### src/rtl/itimer_pkg.sv
package itimer_pkg;

    localparam int BYTE_W  = 8;
    localparam int CNT_W   = 2 * BYTE_W;
    localparam int DIGITS  = CNT_W / 4;

    typedef struct packed {
        logic [CNT_W-1:0]  count;
        logic [CNT_W-1:0]  start;
        logic [CNT_W-1:0]  snap;
        logic [BYTE_W-1:0] lo_byte;
        logic              wr_hi;
        logic              rd_hi;
        logic              rate;
        logic              bcd;
        logic              run;
        logic              clk_prev;
        logic              pulse;
    } chan_state_t;

    function automatic logic [CNT_W-1:0] count_down(input logic [CNT_W-1:0] v,
                                                    input logic bcd);
        logic [CNT_W-1:0] r;
        logic             borrow;
        logic [3:0]       nib;
        if (!bcd) begin
            r = v - 1'b1;
        end else begin
            r      = v;
            borrow = 1'b1;
            for (int k = 0; k < DIGITS; k++) begin
                nib = v[4*k +: 4];
                if (borrow) begin
                    if (nib == 4'd0) begin
                        r[4*k +: 4] = 4'd9;
                    end else begin
                        r[4*k +: 4] = nib - 4'd1;
                        borrow      = 1'b0;
                    end
                end
            end
        end
        return r;
    endfunction

endpackage

### src/rtl/itimer_busif.sv
module itimer_busif #(
    parameter int NUM_CNT = 3,
    parameter int DATA_W  = 8
) (
    input  logic              cs_n,
    input  logic              rd_n,
    input  logic              wr_n,
    input  logic [1:0]        addr,
    input  logic [DATA_W-1:0] wdata,
    output logic [NUM_CNT-1:0] wr_sel,
    output logic [NUM_CNT-1:0] rd_sel,
    output logic [NUM_CNT-1:0] ctl_sel,
    output logic               ctl_rd
);
    localparam logic [1:0] CTL_ADDR = 2'd3;

    logic wr_en;
    logic rd_en;

    always_comb begin
        wr_en  = !cs_n && !wr_n;
        rd_en  = !cs_n && !rd_n && wr_n;
        ctl_rd = rd_en && (addr == CTL_ADDR);
    end

    for (genvar i = 0; i < NUM_CNT; i++) begin : g_dec
        always_comb begin
            wr_sel[i]  = wr_en && (addr == 2'(i));
            rd_sel[i]  = rd_en && (addr == 2'(i));
            ctl_sel[i] = wr_en && (addr == CTL_ADDR) && (wdata[DATA_W-1 -: 2] == 2'(i));
        end
    end

    // a single access reaches at most one target
    always_comb begin
        if (!cs_n) begin
            p_single_target_r1: assert ($onehot0({wr_sel, rd_sel, ctl_sel, ctl_rd}));
        end
    end

endmodule

### src/rtl/itimer_chan.sv
module itimer_chan
    import itimer_pkg::*;
(
    input  logic              clk,
    input  logic              rst_n,
    input  logic              cnt_clk_i,
    input  logic              gate_i,
    input  logic              wr_i,
    input  logic              rd_i,
    input  logic              ctl_i,
    input  logic [BYTE_W-1:0] wdata_i,
    output logic [BYTE_W-1:0] rbyte_o,
    output logic              tout_o
);
    chan_state_t st_d;
    chan_state_t st_q;
    logic        tick;
    logic        load_hi;

    always_comb begin
        st_d          = st_q;
        st_d.clk_prev = cnt_clk_i;
        st_d.pulse    = 1'b0;
        tick          = cnt_clk_i && !st_q.clk_prev;
        load_hi       = wr_i && st_q.wr_hi;

        if (ctl_i) begin
            st_d.rate  = wdata_i[1];
            st_d.bcd   = wdata_i[0];
            st_d.run   = 1'b0;
            st_d.wr_hi = 1'b0;
            st_d.rd_hi = 1'b0;
        end else if (load_hi) begin
            st_d.start = {wdata_i, st_q.lo_byte};
            st_d.count = {wdata_i, st_q.lo_byte};
            st_d.run   = 1'b1;
            st_d.wr_hi = 1'b0;
        end else begin
            if (wr_i) begin
                st_d.lo_byte = wdata_i;
                st_d.wr_hi   = 1'b1;
            end
            if (st_q.run && gate_i && tick) begin
                if (st_q.count == CNT_W'(1)) begin
                    st_d.pulse = 1'b1;
                    if (st_q.rate) begin
                        st_d.count = st_q.start;
                    end else begin
                        st_d.count = '0;
                        st_d.run   = 1'b0;
                    end
                end else begin
                    st_d.count = count_down(st_q.count, st_q.bcd);
                end
            end
        end

        if (rd_i) begin
            if (!st_q.rd_hi) begin
                st_d.snap  = st_q.count;
                st_d.rd_hi = 1'b1;
            end else begin
                st_d.rd_hi = 1'b0;
            end
        end

        rbyte_o = st_q.rd_hi ? st_q.snap[CNT_W-1 -: BYTE_W] : st_q.count[BYTE_W-1:0];
        tout_o  = st_q.pulse;
    end

    always_ff @(posedge clk or negedge rst_n) begin
        if (!rst_n) begin
            st_q <= '0;
        end else begin
            st_q <= st_d;
        end
    end

    p_pulse_single_r8: assert property (@(posedge clk) disable iff (!rst_n)
        st_q.pulse |=> !st_q.pulse);

    p_oneshot_stops_r8: assert property (@(posedge clk) disable iff (!rst_n)
        (st_q.pulse && !st_q.rate) |-> (st_q.count == '0 && !st_q.run));

    p_rate_reload_r9: assert property (@(posedge clk) disable iff (!rst_n)
        (st_q.pulse && st_q.rate) |-> (st_q.count == st_q.start));

    p_gate_freeze_r7: assert property (@(posedge clk) disable iff (!rst_n)
        (!gate_i && !ctl_i && !(wr_i && st_q.wr_hi)) |=> $stable(st_q.count));

endmodule

### src/rtl/interval_timer_top.sv
module interval_timer_top
    import itimer_pkg::*;
#(
    parameter int NUM_CNT = 3
) (
    input  logic               clk,
    input  logic               rst_n,
    input  logic               cs_n,
    input  logic               rd_n,
    input  logic               wr_n,
    input  logic [1:0]         addr,
    input  logic [BYTE_W-1:0]  wdata,
    output logic [BYTE_W-1:0]  rdata,
    input  logic [NUM_CNT-1:0] cnt_clk,
    input  logic [NUM_CNT-1:0] gate,
    output logic [NUM_CNT-1:0] tout
);
    logic [NUM_CNT-1:0] wr_sel;
    logic [NUM_CNT-1:0] rd_sel;
    logic [NUM_CNT-1:0] ctl_sel;
    logic               ctl_rd;
    logic [BYTE_W-1:0]  rbyte [NUM_CNT];
    logic [BYTE_W-1:0]  rdata_d;
    logic [BYTE_W-1:0]  rdata_q;

    itimer_busif #(.NUM_CNT(NUM_CNT), .DATA_W(BYTE_W)) u_bus (
        .cs_n    (cs_n),
        .rd_n    (rd_n),
        .wr_n    (wr_n),
        .addr    (addr),
        .wdata   (wdata),
        .wr_sel  (wr_sel),
        .rd_sel  (rd_sel),
        .ctl_sel (ctl_sel),
        .ctl_rd  (ctl_rd)
    );

    for (genvar i = 0; i < NUM_CNT; i++) begin : g_chan
        itimer_chan u_chan (
            .clk       (clk),
            .rst_n     (rst_n),
            .cnt_clk_i (cnt_clk[i]),
            .gate_i    (gate[i]),
            .wr_i      (wr_sel[i]),
            .rd_i      (rd_sel[i]),
            .ctl_i     (ctl_sel[i]),
            .wdata_i   (wdata),
            .rbyte_o   (rbyte[i]),
            .tout_o    (tout[i])
        );
    end

    always_comb begin
        rdata_d = rdata_q;
        for (int i = 0; i < NUM_CNT; i++) begin
            if (rd_sel[i]) begin
                rdata_d = rbyte[i];
            end
        end
    end

    always_ff @(posedge clk or negedge rst_n) begin
        if (!rst_n) begin
            rdata_q <= '0;
        end else begin
            rdata_q <= rdata_d;
        end
    end

    assign rdata = rdata_q;

    p_ctl_read_noop_r10: assert property (@(posedge clk) disable iff (!rst_n)
        ctl_rd |=> $stable(rdata_q));

    p_deselect_hold_r3: assert property (@(posedge clk) disable iff (!rst_n)
        (cs_n || (rd_n && wr_n)) |=> $stable(rdata_q));

endmodule

### config.mk
export PLATFORM = sky130hd
export DESIGN_NAME = interval_timer_top
export DESIGN_NICKNAME = d
export VERILOG_FILES = /design/src/rtl/itimer_pkg.sv /design/src/rtl/itimer_busif.sv /design/src/rtl/itimer_chan.sv /design/src/rtl/interval_timer_top.sv
export SDC_FILE = /design/constraint.sdc
export NUM_CORES = 1
export LEC_CHECK = 0
export BUFFER_PORTS_ARGS = -buffer_cell sky130_fd_sc_hd__buf_2
export CORE_ASPECT_RATIO = 0.9
export CORE_UTILIZATION = 41
export CTS_CLUSTER_SIZE = 28
export DETAILED_ROUTE_END_ITERATION = 6
export SETUP_SLACK_MARGIN = 0.1
export SLEW_MARGIN = 10
export SYNTH_ARGS = -nofsm -noshare
export SYNTH_HDL_FRONTEND = slang
export SYNTH_SLANG_ARGS = --single-unit
### constraint.sdc
create_clock -name clk -period 5.6 [get_ports clk]
set_input_delay 0.28 -clock clk [delete_from_list [all_inputs] [get_ports clk]]
set_output_delay 0.28 -clock clk [all_outputs]
set_load 0.005 [all_outputs]
# Word-level counts from Yosys, hierarchy flattened
# Index checks and enable logic that the tools add are counted.
totals:
  ff_bits: 197
  inputBits: 21
  out_inout_bits: 11
  wordCells: 319
classes:
  addsub: 15
  eq_ne: 20
  muxes: 147
  n_bitwise: 9
  reduce_logical: 85
ops:
  columns: ["op", "n"]
  rows:
  - ["16-bit two-way mux", 15]
  - ["1-bit two-way mux", 102]
  - ["4-bit two-way mux", 21]
  - ["16-bit by 1-bit == test with 1-bit output, second input constant", 3]
  - ["4-bit logical NOT", 12]
  - ["8-bit two-way mux", 6]
  - ["16-bit by 1-bit subtractor with 16-bit output, second input constant", 3]
  - ["4-bit by 1-bit subtractor with 4-bit output, second input constant", 12]
  - ["3-bit AND reduction", 15]
  - ["4-bit != test, second input constant", 9]
  - ["3-bit nonzero test", 10]
  - ["1-bit logical AND", 25]
  - ["2-bit AND reduction", 9]
  - ["2-bit nonzero test", 6]
  - ["3-bit two-way mux", 3]
  - ["3-bit by 2-bit != test with 1-bit output, second input constant", 3]
  - ["1-bit NOT", 9]
  - ["2-bit == test, second input constant", 3]
  - ["1-bit logical NOT", 6]
  - ["2-bit by 1-bit == test with 1-bit output, second input constant", 2]
  - ["2-bit logical NOT", 2]

# Longest topological paths before layout
# Gate-level depths: netlist of the first run.
logic_depth:
  depth_word: 24
  depth_mapped: 10
  ltp_nobuf: 8

# Hierarchy
# A second synthesis of the first run with hierarchy kept.
hier_totals:
  cells_unflattened: 1049
  hier_area_um2: 9684.3
by_module_without_submodules:
  columns: ["module", "n_inst", "cells_per_inst", "area_per_inst_um2", "seq_area_each_um2"]
  rows:
  - ["itimer_chan", 3, 330, 3044.2, 1376.3]
  - ["interval_timer_top", 1, 44, 455.4, 200.2]
  - ["itimer_busif", 1, 15, 96.3, 0.0]

# Least setup slack after synthesis of the first run
# Ideal clock, no wire load.
synth_timing:
  path_kind: "reg-to-reg"
  startpoint: "register g_chan[0].u_chan.st_q[48] (netlist name)"
  endpoint: "register g_chan[0].u_chan.st_q[51] (netlist name)"
  setup_ns: 0.125
  arrival_ns: 1.975
  required_time_ns: 5.475
  setup_slack_ns: 3.500
  stages_incl_launch_ff: 8
  path_buffers: 1
  synth_period_minus_slack_ns: 2.100
  cell_sequence: "dfrtp_1 > inv_1 > ha_1 > nor3b_1 > and4_1 > buf_4 > o31ai_2 > mux2_2"
synth_between:
  elab_chain_cells: 9
  elab_cells_between_ends: 15
  classes_between: "add/sub (1); eq/ne (2); mux (10); reduce/logical (2)"
synth_lines:
  columns: ["element", "line_no", "text"]
  rows:
  - ["start, declared", "itimer_chan.sv:16", "chan_state_t st_q;"]
  - ["start signal, assigned", "itimer_chan.sv:75", "st_q <= st_d;"]
  - ["parallel branches: the longest is 9 deep, another holds 16-bit by 1-bit subtractor with 16-bit output", null, null]
# Parallel ways; which one is timed is not known. The select of a mux whose other input is x is not followed.
# A chain may end at the register's enable or synchronous reset.

# Worst setup path after layout of the first run
layout_timing:
  startpoint: "register g_chan[2].u_chan.st_q[48] (netlist name)"
  endpoint: "register g_chan[2].u_chan.st_q[52] (netlist name)"
layout_between:
  elab_chain_cells: 9
  elab_cells_between_ends: 15
  classes_between: "add/sub (1); eq/ne (2); mux (10); reduce/logical (2)"
layout_lines:
  columns: ["element", "line_no"]
  rows:
  - ["start, declared", "itimer_chan.sv:16"]
  - ["start signal, assigned", "itimer_chan.sv:75"]
  - ["parallel branches: the longest is 9 deep, another holds 16-bit by 1-bit subtractor with 16-bit output", null]
# Parallel ways; which one is timed is not known. The select of a mux whose other input is x is not followed.

==> results of run 1 <==
[routing by layer]
layer  wire length [um]  GRT usage [%]
met1              12600           33.3
met2              10900           31.9
met3               1110           3.50
met4                317           6.59
met5                  0              0
[logic make-up (layout without fill, tap and decap cells)]
| family | after synthesis | after routing | share of synthesized area [%] |
|---|---|---|---|
| xor gates and xnor gates | 14 | 14 | 1.28 |
| and+or+nand+nor | 415 | 415 | 21.5 |
| DFF | 173 | 173 | 45.2 |
| buffers and inverters | 86 | 86 | 4.24 |
| adders and majority gates | 9 | 9 | 1.18 |
| muxes | 73 | 73 | 8.35 |
| AOI/OAI and AO/OA | 262 | 262 | 18.3 |
[synthesized netlist by cell type (14+ instances only)]
master | instances | share of area [%]
nand2_1 | 222 | 8.7
dfrtp_1 | 173 | 45
o21ai_0 | 75 | 3.9
nor2_1 | 61 | 2.4
mux2_2 | 55 | 6.5
a21oi_1 | 46 | 2.4
clkbuf_1 | 30 | 1.2
a31oi_1 | 28 | 1.8
nand3_1 | 27 | 1.4
buf_2 | 25 | 1.3
mux2i_1 | 18 | 1.9
o31ai_1 | 14 | 1.1
[flip-flops by register name, indices dropped and copies added (netlist names)]
register,count
g_chan.u_chan.tout_o,3
g_chan.u_chan.st_q,162
rdata,8
[worst max-delay path: stages (launching register included)]
cell	delay, ps
dfrtp_1	430
inv_1	140
ha_1	150
nor3b_1	460
and4_1	870
nor2_2	220
a31o_4	330
o31ai_1	240
[final cells by class]
class / count / area [sq um] / share of cell area [%]
clock buffer: 20 / 447 / 4.27
clock inverter: 10 / 165 / 1.58
inverter: 12 / 45.0 / 0.430
multi-input combinational: 773 / 4840 / 46.3
sequential: 173 / 4330 / 41.3
tap: 297 / 372 / 3.55
timing repair buffer: 44 / 269 / 2.57
[per-stage QoR]
| step | setup slack, ps | cell area, sq um | total power, W | utilization, % | std cells |
|---|---|---|---|---|---|
| after floorplan | 3500 | 9580 | 0.00361 | - | 1032 |
| after global placement | 2860 | 9820 | 0.00407 | 43.2 | 1295 |
| after detailed placement | 2750 | 9820 | 0.00409 | 43.2 | 1295 |
| after CTS | 2710 | 10500 | 0.00536 | 46.1 | 1329 |
| after global routing | 2460 | 10500 | 0.00573 | 46.1 | 1329 |
| final | 2660 | 10500 | 0.00535 | 46.1 | 1329 |
[path summary, 6_finish.rpt]
kind,depth (start not counted),start,slack [ps],endpoint
min in group asynchronous,2,rst_n,320,g_chan[0].u_chan.st_q[40]$_DFFE_PN0P_
max in group asynchronous,3,rst_n,3970,g_chan[0].u_chan.st_q[54]$_DFFE_PN0P_
worst min register to register,2,g_chan[0].u_chan.st_q[40]$_DFFE_PN0P_,470,g_chan[0].u_chan.st_q[40]$_DFFE_PN0P_
worst max register to register,7,g_chan[2].u_chan.st_q[48]$_DFFE_PN0P_,2660,g_chan[2].u_chan.st_q[52]$_DFFE_PN0P_
worst min-delay path,3,wdata[3],200,g_chan[0].u_chan.st_q[42]$_DFFE_PN0P_
worst max-delay path,7,g_chan[2].u_chan.st_q[48]$_DFFE_PN0P_,2660,g_chan[2].u_chan.st_q[52]$_DFFE_PN0P_
[cells in the final DEF (no fill, tap or decap), drive strengths merged, types with 6 or more instances in the layout]
| master | n |
|---|---|
| nand2 | 223 |
| dfrtp | 173 |
| o21ai | 78 |
| nor2 | 65 |
| mux2 | 55 |
| a21oi | 48 |
| buf | 40 |
| a31oi | 30 |
| nand3 | 28 |
| clkbuf | 20 |
| mux2i | 18 |
| nor4 | 16 |
| o31ai | 15 |
| inv | 13 |
| nor3 | 12 |
| a311oi | 12 |
| a211oi | 11 |
| nor3b | 11 |
| nor2b | 10 |
| xor2 | 10 |
| and2 | 10 |
| ha | 9 |
| nand4 | 6 |
| a22oi | 6 |
[power breakdown]
group	switching (W)	internal, W	total (W)
combinational	0.000866	0.000815	0.00168
sequential	0.000652	0.00176	0.00241
clock	0.000504	0.000755	0.00126
total	0.00202	0.00333	0.00535
[what timing repair did]
item,in CTS,in global routing
resized for setup,0,0
hold buffers,4,0
endpoints found under the hold margin,45,0
==> out/metrics.cfg, run 1 <==
[die]
fp.dieW_um = 163
core_sq_um = 22700
pin_count = 32
initial_utilization_pct = 42.2
die_y_um = 147
dieArea_sq_um = 24000
row_count = 52

[grt]
antenna_found_initial = 0
grt_pass1_wl_mm = 40.7
overflow = 0
track_usage_pct = 22.0
grt_pass1_vias = 7186
grt_start_max_net_pins = 74

[cts]
cts_root_buffer = clkbuf_16
clock-sinks = 173
cts_made_buffers = 17
cts_tree = built
clk_pin_slew_ps = 70
clock_latency_ps = 440
h-tree-depth = 4
post_cts_buffers = 0
clockBufferDepth = 2

[sta]
finalCritPeriodShare_pct = 52.5
finalHoldViolCount = 0
finalClockSkew_ps = 11.1
max_freq_mhz = 340
finalSetupTns_ps = 0
relSlewSlack_pct = 29.8
drv_slew = 0
rsz0062_at_grt = false
holdWs_ps = 201
fin_crit_ps = 2940
setup_viol = 0
tightest_slew_ps = 1050

[power_and_ir_drop]
power_density_nw_per_um2 = 511
vdd_drop_max_mv = 0.199
p_leak_nw = 4.56

[placement]
io_buffers = 31
gp_congestion = 0.872
dpl.hpwl_mm = 16.6

[worst_setup_path]
crit_type = reg2reg
start_kind = register
crit_path_end_kind = register
cp_max_fo = 23
cp.required_ps = 5940
cp.arrival_ps = 3280

[drt]
drt_first_pass_iters = 5
drtIter0Drc = 617
via_count = 7586
drc = 0
routed_via_density = 5.71
ant_nets = 0
wl_per_cell_um = 18.8
wl_mm = 25.0

[finish]
nNetsFinal = 1051
diodes = 0
syn_to_final_growth_pct = 9.30
fill_cells = 2155
layout-drive-gt1-share_pct = 15.4

[synthesis]
synth-seq-area-share_pct = 45.2
synth_area_per_cell_sq_um = 9.28
ys_ff_latch = 173
ys_types = 81
yosys_warnings = 0
mappedNetlistArea_sq_um = 9580
async_flop_share_pct = 100
syn_nets = 1062
synth_flop_cell = dfrtp_1
synth-edff-count = 0
synth_cells = 1032

[worst_hold_path]
min_path_type = in2reg

[run_status]
status = finished, final reports clean

[job]
max_cap_violations = 0

Power figures use the tool's default switching activity.
==> run 2, diff against run 1 <==
--- a/config.mk
+++ b/config.mk
@@ -5,6 +5,7 @@
 export SDC_FILE = /design/constraint.sdc
 export NUM_CORES = 1
 export LEC_CHECK = 0
+export ABC_AREA = 1
 export BUFFER_PORTS_ARGS = -buffer_cell sky130_fd_sc_hd__buf_2
 export CORE_ASPECT_RATIO = 0.9
 export CORE_UTILIZATION = 41
==> constraint.sdc (replaced) <==
create_clock -name clk -period 2.5 [get_ports clk]
set_input_delay 0.125 -clock clk [delete_from_list [all_inputs] [get_ports clk]]
set_output_delay 0.125 -clock clk [all_outputs]
set_load 0.005 [all_outputs]
==> run 2 against run 1 <==
Against the previous run:
- design area is 3.7% higher
- hold slack worse by 170 ps
- clock skew is 1.1 ps higher
- final cell count is 26% higher
- critical endpoint is now g_chan[1].u_chan.st_q[57]$_DFFE_PN0P_
- sequential cell count stayed put
- largest power group unchanged
- maximum frequency is 37% higher
- routed wire length is 16% higher
- combinational power grew to 2.6 times the previous value
==> out/metrics.cfg, run 2 <==
[synthesis]
ys_ff_latch = 173  ; unchanged
mappedNetlistArea_sq_um = 9710  ; +1.4%
yosysMostFrequentCell = nand2_1
synth_area_leader_cell = dfrtp_1
synth_flop_cell = dfrtp_1
ys_types = 38  ; -53%
synth_area_per_cell_sq_um = 7.31  ; -21%
syn_nets = 1358  ; +28%
synth_common_cells = 391 x nand2_1, 173 x dfrtp_1, 146 x o21ai_0, 123 x nor2_1, 110 x inv_1
synth_cells = 1328  ; +29%
async_flop_share_pct = 100  ; unchanged
yosys_warnings = 0  ; unchanged
synth_area_leaders = dfrtp_1 45%, nand2_1 15%, o21ai_0 7.5%
synth_top_cell_area_share_pct = 44.6  ; -0.61 points
synth-edff-count = 0  ; unchanged
synth-seq-area-share_pct = 44.6  ; -0.61 points

[grt]
antenna_found_initial = 1  ; +1
grt_pass1_vias = 8349  ; +16%
overflow = 0  ; unchanged
grt_start_max_net_pins = 72  ; -2.7%
track_usage_pct = 25.2  ; +3.3 points
grt_pass1_wl_mm = 46.6  ; +15%

[drt]
drtIter0Drc = 873  ; +41%
ant_nets = 0  ; unchanged
routed_via_density = 5.26  ; -7.8%
drt_first_pass_iters = 5  ; unchanged
via_count = 8833  ; +16%
wl_per_cell_um = 17.2  ; -8.4%
drc = 0  ; unchanged
wl_mm = 28.9  ; +16%

[worst_setup_path]
cp_max_fo = 8  ; -65%
crit_path_end_kind = register
cp.arrival_ps = 2510  ; -770 ps
path_cells = inv_2 -> nand2_1 -> nor2_1 -> nand2_1 -> nor2_2 -> nand2_1 -> buf_4 -> nand2_1 -> nand2_1 -> nand2_1 -> nand2_2 -> nor2_1 -> nand2_1 -> nand2_1
cp.required_ps = 2870  ; -3070 ps
cp_slowest_cell = dfrtp_1
critical_path_buf_inv_count = 2  ; +1
critPathMaxStageDelay_ps = 440  ; -430 ps
crit_type = reg2reg
crit_family = simple AND/OR/NAND/NOR gates
crit_top_cell = nand2_1
start_kind = register

[placement]
dpl-instance-area_sq_um = 10200  ; +4.3%
dpl.cell_count = 1642  ; +27%
dpl.hpwl_mm = 21.1  ; +27%
io_buffers = 31  ; unchanged
gp_congestion = 0.943  ; +8.2%

[die]
dieArea_sq_um = 24300  ; +1.4%
row_count = 53  ; +1.9%
core_sq_um = 23300  ; +2.5%
initial_utilization_pct = 41.7  ; -0.47 points
die_y_um = 148  ; +0.67%
fp.dieW_um = 164  ; +0.67%
pin_count = 32  ; unchanged

[cts]
cts_tree = built
cts_hold_buf = 4  ; unchanged
clock-sinks = 173  ; unchanged
clk_pin_slew_ps = 70  ; about the same
cts_made_buffers = 17  ; unchanged
post_cts_buffers = 0  ; unchanged
h-tree-depth = 4  ; unchanged
clock_latency_ps = 440  ; about the same
clockBufferDepth = 2  ; unchanged
cts_resized = 0  ; unchanged
cts_root_buffer = clkbuf_16

[sta]
finalSetupTns_ps = 0  ; unchanged
max_freq_mhz = 466  ; +37%
finalCritPeriodShare_pct = 85.8  ; +33 points
fin_crit_ps = 2140  ; -793 ps
drv_slew = 0  ; unchanged
rsz0062_at_grt = false
setup_viol = 0  ; unchanged
tightest_slew_ps = 977  ; -72.0 ps
finalHoldViolCount = 0  ; unchanged
finalClockSkew_ps = 12.2  ; +1.15 ps
relSlewSlack_pct = 34.4  ; +4.6 points

[job]
max_cap_violations = 0  ; unchanged

[finish]
largest_reg_flops = 162  ; unchanged
fin_area_sq_um = 10900  ; +3.7%
fin_cells = 1679  ; +26%
nNetsFinal = 1393  ; +33%
layout-drive-gt1-share_pct = 11.4  ; -4.0 points
fill_cells = 2388  ; +11%
syn_to_final_growth_pct = 11.8
mostFrequentLayoutCells = 391 x nand2_1, 173 x dfrtp_1, 146 x o21ai_0
max_flop_register = g_chan.u_chan.st_q
final_common_cell = nand2_1

[power_and_ir_drop]
p_clk_share_pct = 22.5  ; -1.0 points
p_total_w = 0.0117  ; +120%
power_switching_w = 0.00491  ; +140%
vdd_drop_max_mv = 0.464  ; +130%
power_switching_share_pct = 42.1  ; +4.4 points
power_density_nw_per_um2 = 1070  ; +110%
p_leak_nw = 5.46  ; +20%
intPower_w = 0.00675  ; +100%
combPwrFrac_pct = 37.5  ; +6.1 points
seq_power_share_pct = 40.0  ; -5.1 points

[worst_hold_path]
min_path_type = in2reg

[run_status]
status = finished, final reports clean

==> run 2: cell count changes in the layout (fill, tap and decap cells not counted), sizes merged, moves of 12 or more <==
cell,before,now
nand2,223,399
inv,13,145
o21ai,78,177
nor2,65,139
mux2,55,2
nand3,28,79
a31oi,30,10
o211ai,5,24
mux2i,18,0
nor4,16,0
buf,40,54
o31ai,15,1
a21oi,48,61
a311oi,12,0
==> run 2: layer usage <==
metal	vias up	part of all wire [%]	track usage, %
li1	4401	-	-
met1	4190	49	37.4
met2	216	45	38.1
met3	26	4.9	3.73
met4	0	1.7	6.99
met5	-	0	0
==> run 2: cell type report <==
cell class              instances  area, sq um  share of cell area, %
well taps                     302          378                   3.48
flip-flops and latches        173         4330                   39.9
clock inverters                12          115                   1.06
inverters                     145          544                   5.01
multi-input cells             968         4640                   42.8
diodes                          1         2.50                 0.0231
clock buffers                  20          457                   4.21
repair buffers                 58          387                   3.56
==> run 2: path summary, 6_finish.rpt <==
kind                            slack [ps]  depth (start not counted)                               endpoint                                  start
min in group asynchronous              270                          2  g_chan[2].u_chan.st_q[34]$_DFFE_PN0P_                                  rst_n
worst min register to register         480                          2                   rdata[5]$_DFFE_PN0P_                   rdata[5]$_DFFE_PN0P_
worst max-delay path                   360                         14  g_chan[1].u_chan.st_q[57]$_DFFE_PN0P_  g_chan[1].u_chan.st_q[60]$_DFFE_PN0P_
worst max register to register         360                         14  g_chan[1].u_chan.st_q[57]$_DFFE_PN0P_  g_chan[1].u_chan.st_q[60]$_DFFE_PN0P_
max in group asynchronous             1500                          3   g_chan[1].u_chan.st_q[2]$_DFFE_PN0P_                                  rst_n
worst min-delay path                    30                          3      g_chan[1].u_chan.tout_o$_DFF_PN0_                                gate[1]
==> run 2: power groups by stage <==
| stage | sequential, W | clock [W] | combinational [W] |
|---|---|---|---|
| 4_1_cts | 0.00464 | 0.00266 | 0.00436 |
| 2_1_floorplan | 0.00436 | 0 | 0.00331 |
| 3_5_place_dp | 0.00467 | 0 | 0.00434 |
| 3_3_place_gp | 0.00466 | 0 | 0.00430 |
| 6_report | 0.00466 | 0.00262 | 0.00438 |
| 5_1_grt | 0.00479 | 0.00277 | 0.00507 |
==> run 2: logic make-up after synthesis <==
group | Yosys count | synth area share (%)
AO/OA/AOI/OAI | 302 | 17.2
XOR/XNOR | 12 | 1.08
adder cells (fa/ha/maj) | 9 | 1.16
buffers and inverters | 187 | 7.60
flip-flops | 173 | 44.6
multiplexers | 2 | 0.232
AND/OR/NAND/NOR | 643 | 28.2
==> run 2: stage by stage <==
stage	hold WS (ps)	setup slack [ps]	utilization, %
2_1_floorplan	-171	903	-
3_3_place_gp	189	481	44.0
3_5_place_dp	187	413	44.0
4_1_cts	31.4	404	46.6
5_1_grt	46.6	196	46.6
6_report	30.8	355	46.6
==> run 2: worst min-delay path: stages <==
cell,delay (ps)
buf_2,100
nand4_1,120
nor3_1,80
